--- config.mk ---
export PLATFORM = sky130hd
export DESIGN_NAME = idle_wake_seq
export DESIGN_NICKNAME = d
export VERILOG_FILES = /design/src/rtl/idle_wake_pkg.sv /design/src/rtl/iws_wake_filter.sv /design/src/rtl/iws_latency_timer.sv /design/src/rtl/idle_wake_seq.sv
export SDC_FILE = /design/constraint.sdc
export NUM_CORES = 1
export LEC_CHECK = 0
export ABC_AREA = 1
export BUFFER_PORTS_ARGS = -buffer_cell sky130_fd_sc_hd__buf_2
export CORE_MARGIN = 4
export CORE_UTILIZATION = 35
export CTS_BUF_LIST = sky130_fd_sc_hd__clkbuf_8
export DETAILED_ROUTE_END_ITERATION = 16
export GPL_TIMING_DRIVEN = 1
export HOLD_SLACK_MARGIN = 0.12
export SLEW_MARGIN = 20
export SYNTH_ARGS = -nofsm -noshare
export SYNTH_HDL_FRONTEND = slang
export SYNTH_SLANG_ARGS = --single-unit
export TNS_END_PERCENT = 1
--- constraint.sdc ---
create_clock -name clk -period 2.1 [get_ports clk]
set_input_delay 0.42 -clock clk [delete_from_list [all_inputs] [get_ports clk]]
set_output_delay 0.42 -clock clk [all_outputs]
set_load 0.01 [all_outputs]
--- src/rtl/idle_wake_pkg.sv ---
package idle_wake_pkg;

  typedef enum logic [1:0] {
    ST_RUN  = 2'd0,
    ST_IDLE = 2'd1,
    ST_WAKE = 2'd2
  } iw_state_t;

  // memory mode encoding: 0 flash active, 1 flash asleep, 2/3 SRAM
  function automatic int unsigned resume_latency(input logic [1:0] mode,
                                                 input int unsigned fast_lat,
                                                 input int unsigned slow_lat);
    return (mode == 2'd1) ? slow_lat : fast_lat;
  endfunction

  // cycles between qualifier samples; a zero setting samples every cycle
  function automatic int unsigned sample_period(input int unsigned prd);
    return (prd == 0) ? 1 : 2 * prd;
  endfunction

endpackage

--- src/rtl/iws_wake_filter.sv ---
module iws_wake_filter #(
  parameter int QPRD_W    = 8,
  parameter int QUAL_HITS = 6
) (
  input  logic              clk,
  input  logic              rst,
  input  logic              arm,
  input  logic              wake_raw,
  input  logic              qual_en,
  input  logic [QPRD_W-1:0] qual_prd,
  output logic              accept
);
  import idle_wake_pkg::*;

  localparam int QC_W = QPRD_W + 2;
  localparam int HW   = $clog2(QUAL_HITS + 1);

  logic            prev_hi;
  logic [QC_W-1:0] qcnt;
  logic [QC_W-1:0] period;
  logic [HW-1:0]   hits;
  logic            tick;

  assign period = QC_W'(sample_period(int'(qual_prd)));
  assign tick   = (qcnt == '0);

  always_ff @(posedge clk) begin
    if (rst || !arm) begin
      prev_hi <= 1'b0;
      qcnt    <= '0;
      hits    <= '0;
    end else begin
      prev_hi <= wake_raw;
      qcnt    <= tick ? (period - 1'b1) : (qcnt - 1'b1);
      if (tick) begin
        if (!wake_raw)                   hits <= '0;
        else if (hits != HW'(QUAL_HITS)) hits <= hits + 1'b1;
      end
    end
  end

  always_comb begin
    if (qual_en) accept = arm && tick && wake_raw && (hits == HW'(QUAL_HITS - 1));
    else         accept = arm && wake_raw && prev_hi;
  end

endmodule

--- src/rtl/iws_latency_timer.sv ---
module iws_latency_timer #(
  parameter int CNT_W = 11
) (
  input  logic             clk,
  input  logic             rst,
  input  logic             clear,
  input  logic             load,
  input  logic [CNT_W-1:0] load_val,
  output logic             zero
);
  logic [CNT_W-1:0] cnt;

  always_ff @(posedge clk) begin
    if (rst || clear)    cnt <= '0;
    else if (load)       cnt <= load_val;
    else if (cnt != '0)  cnt <= cnt - 1'b1;
  end

  assign zero = (cnt == '0);

endmodule

--- src/rtl/idle_wake_seq.sv ---
module idle_wake_seq #(
  parameter int N_IRQ    = 8,
  parameter int QPRD_W   = 8,
  parameter int FAST_LAT = 8,
  parameter int SLOW_LAT = 1050
) (
  input  logic              clk,
  input  logic              rst,
  input  logic              idle_req,
  input  logic [N_IRQ-1:0]  irq_in,
  input  logic [N_IRQ-1:0]  irq_en,
  input  logic              wdog_irq,
  input  logic              nmi_in,
  input  logic              ext_rst,
  input  logic              qual_en,
  input  logic [QPRD_W-1:0] qual_prd,
  input  logic [1:0]        mem_mode,
  output logic              run_en,
  output logic              resume
);
  import idle_wake_pkg::*;

  localparam int MAX_LAT = (SLOW_LAT > FAST_LAT) ? SLOW_LAT : FAST_LAT;
  localparam int CNT_W   = $clog2(MAX_LAT + 1);

  iw_state_t         state;
  logic [1:0]        mode_q;
  logic              qen_q;
  logic [QPRD_W-1:0] qprd_q;

  // named internal events
  logic             wake_any;
  logic             armed;
  logic             accept;
  logic             expire;
  logic             cnt_zero;
  logic             enter_idle;
  logic [CNT_W-1:0] lat_load;

  assign wake_any   = (|(irq_in & irq_en)) | wdog_irq | nmi_in;
  assign armed      = (state == ST_IDLE);
  assign enter_idle = (state == ST_RUN) && idle_req && !ext_rst;
  assign expire     = (state == ST_WAKE) && cnt_zero;
  assign lat_load   = CNT_W'(resume_latency(mode_q, FAST_LAT, SLOW_LAT) - 1);

  iws_wake_filter #(.QPRD_W(QPRD_W), .QUAL_HITS(6)) u_filter (
    .clk      (clk),
    .rst      (rst),
    .arm      (armed),
    .wake_raw (wake_any),
    .qual_en  (qen_q),
    .qual_prd (qprd_q),
    .accept   (accept)
  );

  iws_latency_timer #(.CNT_W(CNT_W)) u_timer (
    .clk      (clk),
    .rst      (rst),
    .clear    (ext_rst),
    .load     (accept && !ext_rst),
    .load_val (lat_load),
    .zero     (cnt_zero)
  );

  always_ff @(posedge clk) begin
    if (rst) begin
      state  <= ST_RUN;
      run_en <= 1'b1;
      resume <= 1'b0;
      mode_q <= 2'd0;
      qen_q  <= 1'b0;
      qprd_q <= '0;
    end else if (ext_rst) begin
      state  <= ST_RUN;
      run_en <= 1'b1;
      resume <= 1'b0;
    end else begin
      resume <= 1'b0;
      unique case (state)
        ST_RUN: if (idle_req) begin
          state  <= ST_IDLE;
          run_en <= 1'b0;
          mode_q <= mem_mode;
          qen_q  <= qual_en;
          qprd_q <= qual_prd;
        end
        ST_IDLE: if (accept) state <= ST_WAKE;
        ST_WAKE: if (cnt_zero) begin
          state  <= ST_RUN;
          run_en <= 1'b1;
          resume <= 1'b1;
        end
        default: state <= ST_RUN;
      endcase
    end
  end

endmodule

==> tab_implementation.tex, run 1 <==
\begin{tabular}{lr}
\hline
Metric & Value \\
\hline
\multicolumn{2}{l}{\textbf{Worst hold path}} \\
Hold depth & 3 \\
Hold-critical path endpoint & qprd\_q[6]\$\_SDFFE\_PP0P\_ \\
Worst hold start & qual\_prd[6] \\
Hold crit path type & in -> reg \\
\multicolumn{2}{l}{\textbf{Power and ir drop}} \\
Worst voltage drop across the vdd grid & 0.6048 mV \\
Internal cell power & 1.743 mW \\
Sw Ratio & 44.13\% \\
Overall power & 3.119 mW \\
Fraction of power consumed by combinational cells & 50.6\% \\
Power Density & 1234 nW/um2 \\
Leakage power total & 1.263 nW \\
Sequential group share of total power & 32.0\% \\
Clock share of power & 17.4\% \\
NetSw & 1.376 mW \\
\multicolumn{2}{l}{\textbf{Worst setup path}} \\
Reg-to-reg slack, setup & -20 ps \\
Arrival @ worst endpoint & 2360 ps \\
Crit path launch type & flop \\
Required arrival time at the worst endpoint & 2340 ps \\
Kind of critical path & reg -> reg \\
RR Endpoint & u\_timer.cnt[10]\$\_SDFFE\_PP0P\_ \\
Crit-path max FO & 6 \\
Startpoint of the lowest-slack register-to-register path & u\_filter.qcnt[6]\$\_SDFF\_PP0\_ \\
Worst reg-to-reg path cell count & 15 \\
Critical path capture point type & flop \\
\multicolumn{2}{l}{\textbf{STA}} \\
Count of endpoints failing setup in the final report & 2 \\
Post-Route Hold Slack & 344.5 ps \\
Endpoints failing hold & 0 \\
Number of slew-limit violations in the final report & 0 \\
Unrepaired setup endpoints after global routing & true \\
Transition time at the pin with the least slew margin & 495.7 ps \\
Headroom to the max-slew limit & 66.91\% \\
Worst clock skew on the final layout & 11.58 ps \\
Post-route setup slack & -16.51 ps \\
Clock period minus worst slack & 2117 ps \\
Maximum clock frequency & 472.5 MHz \\
Part of the cycle the worst path needs & 100.8\% \\
\multicolumn{2}{l}{\textbf{Synthesis}} \\
Top cells by count, synth & sky130\_fd\_sc\_hd\_\_nand2\_1 (63), sky130\_fd\_sc\_hd\_\_nor2\_1 (48), sky130\_fd\_sc\_hd\_\_inv\_1 (45) \\
Yosys reg bits & 40 \\
Post-synthesis cell area & 2073 um2 \\
Top cell type by total area after synthesis & sky130\_fd\_sc\_hd\_\_dfxtp\_1 \\
Post-Syn Nets & 343 \\
Synth Area in Compound Gates & 15.21\% \\
Top cells by area in the synthesized netlist & sky130\_fd\_sc\_hd\_\_dfxtp\_1 (39\%), sky130\_fd\_sc\_hd\_\_nand2\_1 (11\%), sky130\_fd\_sc\_hd\_\_nor2\_1 (8.7\%), sky130\_fd\_sc\_hd\_\_inv\_1 (8.1\%), sky130\_fd\_sc\_hd\_\_a21oi\_1 (6.3\%) \\
Count of flip-flops with a built-in enable after synthesis & 0 \\
Synthesized-area fraction occupied by adder cells & 3.018\% \\
Largest family of logic cells by synthesized area & simple AND/OR/NAND/NOR gates \\
Seq/Total Area, Yosys & 38.62\% \\
Ys async rst share & 0\% \\
Warning count from the yosys run & 0 \\
Synthesized area per cell & 6.798 um2 \\
Xor and xnor fraction of the mapped netlist area & 0.4225\% \\
Most common flop cell mapped by yosys & sky130\_fd\_sc\_hd\_\_dfxtp\_1 \\
Portion of synthesized cell area occupied by the leading cell type & 38.62\% \\
Number of cells produced by synthesis & 305 \\
Post-Synth Simple-Gate Area & 32.77\% \\
Cell variety after synth & 33 \\
Proportion of synthesized area in mux cells & 0\% \\
Cell with the most instances after synthesis & sky130\_fd\_sc\_hd\_\_nand2\_1 \\
\multicolumn{2}{l}{\textbf{Job}} \\
Max\_cap viols & 0 \\
\multicolumn{2}{l}{\textbf{GRT}} \\
Overall overflow remaining after global route & 0 \\
GR peak layer & met2 \\
Vias in the first global route & 1,843 \\
Grt met1 use & 17.96\% \\
Total routing resource utilization after global routing & 13.95\% \\
Global Route met3 Usage & 3.981\% \\
Wire length of the first global-routing pass & 8.273 mm \\
Pin count of the biggest net entering global routing & 19 \\
Antenna violations before repair & 0 \\
Global routing usage on met2 & 22.25\% \\
\multicolumn{2}{l}{\textbf{Clocking}} \\
Count of hold buffers inserted by post-cts repair & 0 \\
CTS tree & built \\
Buffer depth of the longest clock path & 2 \\
CTS Root Buffer Type & sky130\_fd\_sc\_hd\_\_clkbuf\_8 \\
Count of H-tree levels built during CTS & 2 \\
Clk\_lat worst skew & 300 ps \\
Clock transition at the registers of the reported paths & 80 ps \\
Inserted Clock Buffers & 5 \\
Clock sink count & 40 \\
\multicolumn{2}{l}{\textbf{Placed design}} \\
Count of input and output buffers & 34 \\
Placed cell areas & 2384 um2 \\
Post-placement worst setup slack & -27.11 ps \\
Routability congestion estimate from global placement & 0.7895 \\
Total half-perimeter wirelength after legalization and detailed placement & 3.718 mm \\
\multicolumn{2}{l}{\textbf{Outcome}} \\
Violations in the final reports & setup timing \\
Outcome & complete, but fails checks \\
\multicolumn{2}{l}{\textbf{Final layout}} \\
Final net count & 391 \\
End-of-flow core utilization & 44.82\% \\
Multi-input gate area & 1115 um2 \\
Total of fill cells in the finished design & 597 \\
Share of layout cells above drive strength 1 & 22.60\% \\
Final design instance area without fill & 2529 um2 \\
Antenna diodes & 0 \\
Sequential cell area & 802.0 um2 \\
Layout-stage area growth over the synthesis result & 21.97\% \\
\multicolumn{2}{l}{\textbf{Floorplanning}} \\
Starting utilization of the core area & 36.75\% \\
I/O pin count & 35 \\
Core Box Area & 5642 um2 \\
Die area & 7219 um2 \\
Width of the chip & 84.97 um \\
Vertical extent of the die & 84.97 um \\
Row count & 27 \\
\multicolumn{2}{l}{\textbf{Detailed routing}} \\
Residual DRC count & 0 \\
Wire length per cell & 11.40 um \\
Count of routing violations after the opening detailed-route iteration & 53 \\
Via total after detailed routing & 2,001 \\
Count of nets left with antenna violations after detail routing & 0 \\
Wire length reported by the detailed router & 4.857 mm \\
Post-detailed-route via-to-cell ratio & 4.697 \\
First-pass iteration count of the detailed router & 4 \\
\hline
\end{tabular}
## area by class of cell
| type | instances | share of cell area, % |
|---|---|---|
| sequential | 40 | 31.72 |
| multi-input combinational | 214 | 44.09 |
| inverter | 47 | 6.977 |
| tap | 72 | 3.563 |
| clock inverter | 2 | 0.3958 |
| clock buffer | 6 | 3.266 |
| timing repair buffer | 45 | 9.995 |
## sequential cells by signal, indices dropped and copies added (netlist names), 2 cells and up
name and flops:
u_filter.hits 3, state 2, u_timer.cnt 11, qprd_q 8, u_filter.qcnt 10, mode_q 2
## repair_timing
item                       4_1_cts  5_1_grt
hold endpoints to repair         0        0
buffers inserted                 0        1
setup endpoints to repair        1        4
pin swaps                        0       13
gates resized for setup          2       10
## stage by stage
step	std cells	TNS, ps
floorplan	305	0
global placement	417	0
detailed placement	417	-27.11
CTS	425	0
global route	426	-992.2
finish	426	-29.85
## worst max-delay path: stages, from the launching register on
cell and delay (ps):
sky130_fd_sc_hd__dfxtp_2 320, sky130_fd_sc_hd__or2_1 240, sky130_fd_sc_hd__nor2_2 150, sky130_fd_sc_hd__nand3_2 80, sky130_fd_sc_hd__nand2_2 110, sky130_fd_sc_hd__nand3_4 100, sky130_fd_sc_hd__nand2_4 90, sky130_fd_sc_hd__nand2_2 50
sky130_fd_sc_hd__inv_2 60, sky130_fd_sc_hd__ha_4 120, sky130_fd_sc_hd__inv_2 40, sky130_fd_sc_hd__nor2_2 100, sky130_fd_sc_hd__nand3_2 110, sky130_fd_sc_hd__nor2_4 200, sky130_fd_sc_hd__nand4_1 140, sky130_fd_sc_hd__a21oi_2 140
## worst max-delay path by stage
stage / startpoint / end / slack [ps]
6_report: u_filter.qcnt[6]$_SDFF_PP0_ / u_timer.cnt[10]$_SDFFE_PP0P_ / -20
4_1_cts: u_filter.qcnt[7]$_SDFF_PP0_ / u_timer.cnt[6]$_SDFFE_PP0P_ / 10
3_3_place_gp: irq_in[0] / u_timer.cnt[6]$_SDFFE_PP0P_ / 6
2_1_floorplan: u_filter.hits[1]$_SDFFE_PP0P_ / u_timer.cnt[6]$_SDFFE_PP0P_ / 20
5_1_grt: u_filter.qcnt[6]$_SDFF_PP0_ / u_timer.cnt[10]$_SDFFE_PP0P_ / -240
3_5_place_dp: irq_in[0] / u_timer.cnt[6]$_SDFFE_PP0P_ / -30
## power groups by stage
| stage | clock (mW) | sequential [mW] | combinational, mW |
|---|---|---|---|
| after floorplan | 0 | 0.985 | 1.16 |
| after global placement | 0 | 1.01 | 1.45 |
| after detailed placement | 0 | 1.01 | 1.47 |
| after CTS | 0.555 | 0.996 | 1.49 |
| after global routing | 0.598 | 1.02 | 1.79 |
| final | 0.542 | 0.999 | 1.58 |
## cells by family after synthesis
logic type | after synthesis
AO/OA/AOI/OAI | 56
XOR/XNOR | 1
adder cells (fa/ha/maj) | 5
buffers and inverters | 51
flip-flops | 40
AND/OR/NAND/NOR | 152
## cells in the final DEF, fill, tap and decap left out, types with 2 or more instances in the layout
master,synthesis,final
sky130_fd_sc_hd__nand2_1,63,63
sky130_fd_sc_hd__nor2_1,48,46
sky130_fd_sc_hd__inv_1,45,43
sky130_fd_sc_hd__dfxtp_1,40,39
sky130_fd_sc_hd__buf_2,0,34
sky130_fd_sc_hd__a21oi_1,26,25
sky130_fd_sc_hd__o21ai_0,19,19
sky130_fd_sc_hd__buf_4,0,11
sky130_fd_sc_hd__nand3_1,12,9
sky130_fd_sc_hd__nand3_2,4,6
sky130_fd_sc_hd__nand4_1,6,6
sky130_fd_sc_hd__clkbuf_8,0,6
sky130_fd_sc_hd__nor2_2,3,4
sky130_fd_sc_hd__nor3_1,4,4
sky130_fd_sc_hd__ha_1,5,4
sky130_fd_sc_hd__nand2_2,3,3
sky130_fd_sc_hd__inv_2,1,3
sky130_fd_sc_hd__o21bai_1,3,3
sky130_fd_sc_hd__or2_1,2,2
sky130_fd_sc_hd__o21a_1,2,2
sky130_fd_sc_hd__or2_2,2,2
sky130_fd_sc_hd__nor2_4,1,2
sky130_fd_sc_hd__clkinv_2,0,2
## layer usage
metal	wire (um)	up-vias	part of all wire (%)
met4	78	0	1.6
li1	-	1072	-
met2	2166	39	45
met3	222	7	4.6
met5	0	-	0
met1	2390	883	49
No activity file was read; power rests on OpenSTA's default activity.
==> inputs of run 2 (changes only) <==
Clock period 2.1 ns to 2.7 ns, I/O delays scaled along.
==> tab_implementation.tex, run 2 (synthesized netlist as in run 1, its figures left out) <==
\begin{tabular}{lr}
\hline
Metric & Value \\
\hline
\multicolumn{2}{l}{\textbf{Detailed routing}} \\
Post-detailed-route via-to-cell ratio & 4.615 \\
First-pass iteration count of the detailed router & 4 \\
Wire length per cell & 11.17 um \\
Count of nets left with antenna violations after detail routing & 0 \\
Wire length reported by the detailed router & 4.646 mm \\
Residual DRC count & 0 \\
Count of routing violations after the opening detailed-route iteration & 62 \\
Via total after detailed routing & 1,920 \\
\multicolumn{2}{l}{\textbf{STA}} \\
Unrepaired setup endpoints after global routing & false \\
Transition time at the pin with the least slew margin & 481.2 ps \\
Number of slew-limit violations in the final report & 0 \\
Worst clock skew on the final layout & 8.918 ps \\
Endpoints failing hold & 0 \\
Part of the cycle the worst path needs & 85.13\% \\
Setup TNS & 0 ps \\
Headroom to the max-slew limit & 67.88\% \\
Maximum clock frequency & 435.1 MHz \\
Clock period minus worst slack & 2298 ps \\
Count of endpoints failing setup in the final report & 0 \\
\multicolumn{2}{l}{\textbf{Final layout}} \\
Largest registers ranked by flip-flop count & u\_timer.cnt x11, u\_filter.qcnt x10, qprd\_q x8 \\
Total of fill cells in the finished design & 601 \\
Register with the most flip-flops & u\_timer.cnt \\
Final net count & 381 \\
Highest-count cells in the layout ignoring fill and taps & sky130\_fd\_sc\_hd\_\_nand2\_1 (63), sky130\_fd\_sc\_hd\_\_nor2\_1 (48), sky130\_fd\_sc\_hd\_\_inv\_1 (45) \\
Share of layout cells above drive strength 1 & 17.44\% \\
Final design instance area without fill & 2437 um2 \\
Antenna diodes & 0 \\
Layout-stage area growth over the synthesis result & 17.56\% \\
Most common library cell in the layout ignoring fill and taps & sky130\_fd\_sc\_hd\_\_nand2\_1 \\
Flip-flop count of the largest register, all copies and words added & 11 \\
\multicolumn{2}{l}{\textbf{Job}} \\
Max\_cap viols & 0 \\
\multicolumn{2}{l}{\textbf{GRT}} \\
Pin count of the biggest net entering global routing & 19 \\
Wire length of the first global-routing pass & 8.045 mm \\
Overall overflow remaining after global route & 0 \\
Vias in the first global route & 1,861 \\
Antenna violations before repair & 0 \\
Total routing resource utilization after global routing & 13.58\% \\
\multicolumn{2}{l}{\textbf{Clocking}} \\
Clk\_lat worst skew & 290 ps \\
Post-CTS setup-driven buffer insertion count & 0 \\
Clock sink count & 40 \\
Clock transition at the registers of the reported paths & 80 ps \\
Inserted Clock Buffers & 5 \\
Count of H-tree levels built during CTS & 2 \\
Buffer depth of the longest clock path & 2 \\
Count of hold buffers inserted by post-cts repair & 0 \\
Post-cts resize count & 0 \\
CTS tree & built \\
CTS Root Buffer Type & sky130\_fd\_sc\_hd\_\_clkbuf\_8 \\
\multicolumn{2}{l}{\textbf{Worst setup path}} \\
Kind of critical path & reg -> reg \\
Crit path launch type & flop \\
Critical path capture point type & flop \\
Arrival @ worst endpoint & 2530 ps \\
Required arrival time at the worst endpoint & 2940 ps \\
Crit-path max FO & 6 \\
\multicolumn{2}{l}{\textbf{Power and ir drop}} \\
Power Density & 996.0 nW/um2 \\
Worst voltage drop across the vdd grid & 0.5163 mV \\
Overall power & 2.427 mW \\
Leakage power total & 1.221 nW \\
\multicolumn{2}{l}{\textbf{Outcome}} \\
Outcome & completed \\
\multicolumn{2}{l}{\textbf{Floorplanning}} \\
Width of the chip & 84.97 um \\
I/O pin count & 35 \\
Core Box Area & 5642 um2 \\
Row count & 27 \\
Die area & 7219 um2 \\
Starting utilization of the core area & 36.75\% \\
Vertical extent of the die & 84.97 um \\
\multicolumn{2}{l}{\textbf{Placed design}} \\
Count of input and output buffers & 34 \\
Total half-perimeter wirelength after legalization and detailed placement & 3.580 mm \\
Placed cell areas & 2311 um2 \\
Routability congestion estimate from global placement & 0.8661 \\
\multicolumn{2}{l}{\textbf{Worst hold path}} \\
Hold crit path type & reg -> reg \\
\hline
\end{tabular}
## run 2: cell types whose count changed in the layout (fill, tap and decap cells not counted), sizes merged
cell / delta
bufinv: +1
buf: -10
clkinv: -2
clkbuf: +1
## run 2: final cells by class
type | instances | area (um2) | share of cell area, %
well taps | 72 | 90.09 | 3.696
repair buffers | 35 | 177.7 | 7.290
clock buffers | 7 | 96.34 | 3.953
flip-flops and latches | 40 | 800.8 | 32.85
inverters | 47 | 176.4 | 7.238
clock inverters | 1 | 30.03 | 1.232
multi-input cells | 214 | 1066 | 43.74
## run 2: critical path, cell delays in order, from the launching register on
cell	delay [ps]
sky130_fd_sc_hd__dfxtp_1	380
sky130_fd_sc_hd__inv_1	60
sky130_fd_sc_hd__ha_1	180
sky130_fd_sc_hd__and3_1	180
sky130_fd_sc_hd__nand3_1	90
sky130_fd_sc_hd__nand2_2	70
sky130_fd_sc_hd__nand4_1	180
sky130_fd_sc_hd__nand2_2	110
sky130_fd_sc_hd__inv_1	60
sky130_fd_sc_hd__ha_1	150
sky130_fd_sc_hd__inv_1	50
sky130_fd_sc_hd__nor2_1	110
sky130_fd_sc_hd__nand3_2	100
sky130_fd_sc_hd__nor2_2	220
sky130_fd_sc_hd__nand3_1	120
sky130_fd_sc_hd__nand2_1	70
sky130_fd_sc_hd__nand2_1	40
sky130_fd_sc_hd__nor2_1	80
## run 2: final timing paths
check	cells past startpoint	endpoint	startpoint	slack, ps
hold reg to reg	2	u_filter.qcnt[9]$_SDFF_PP0_	u_filter.qcnt[9]$_SDFF_PP0_	440
setup / recovery	17	u_timer.cnt[6]$_SDFFE_PP0P_	u_filter.hits[1]$_SDFFE_PP0P_	400
setup reg to reg	17	u_timer.cnt[6]$_SDFFE_PP0P_	u_filter.hits[1]$_SDFFE_PP0P_	400
hold / removal	2	u_filter.qcnt[9]$_SDFF_PP0_	u_filter.qcnt[9]$_SDFF_PP0_	440
## run 2: metrics by stage
stage | hold WS [ps] | utilization [%] | cells | worst slack [ps]
after floorplan | 415.5 | - | 305 | 450.5
after global placement | 424.3 | 40.96 | 408 | 261.2
after detailed placement | 427.4 | 40.96 | 408 | 209.6
after CTS | 439.6 | 43.20 | 416 | 380.6
after global routing | 477.9 | 43.20 | 416 | 98.50
final | 438.7 | 43.20 | 416 | 401.6
## run 2: where the power goes
part,switching [mW],internal (mW),total [mW]
registers,0.0868,0.688,0.775
logic,0.706,0.405,1.11
clock network,0.216,0.326,0.542
## run 2: layer usage
metal | track usage, % | part of all wire, %
met5 | 0 | 0
met4 | 3.597 | 1.1
met3 | 3.301 | 4.0
met2 | 22.46 | 45
met1 | 17.65 | 50
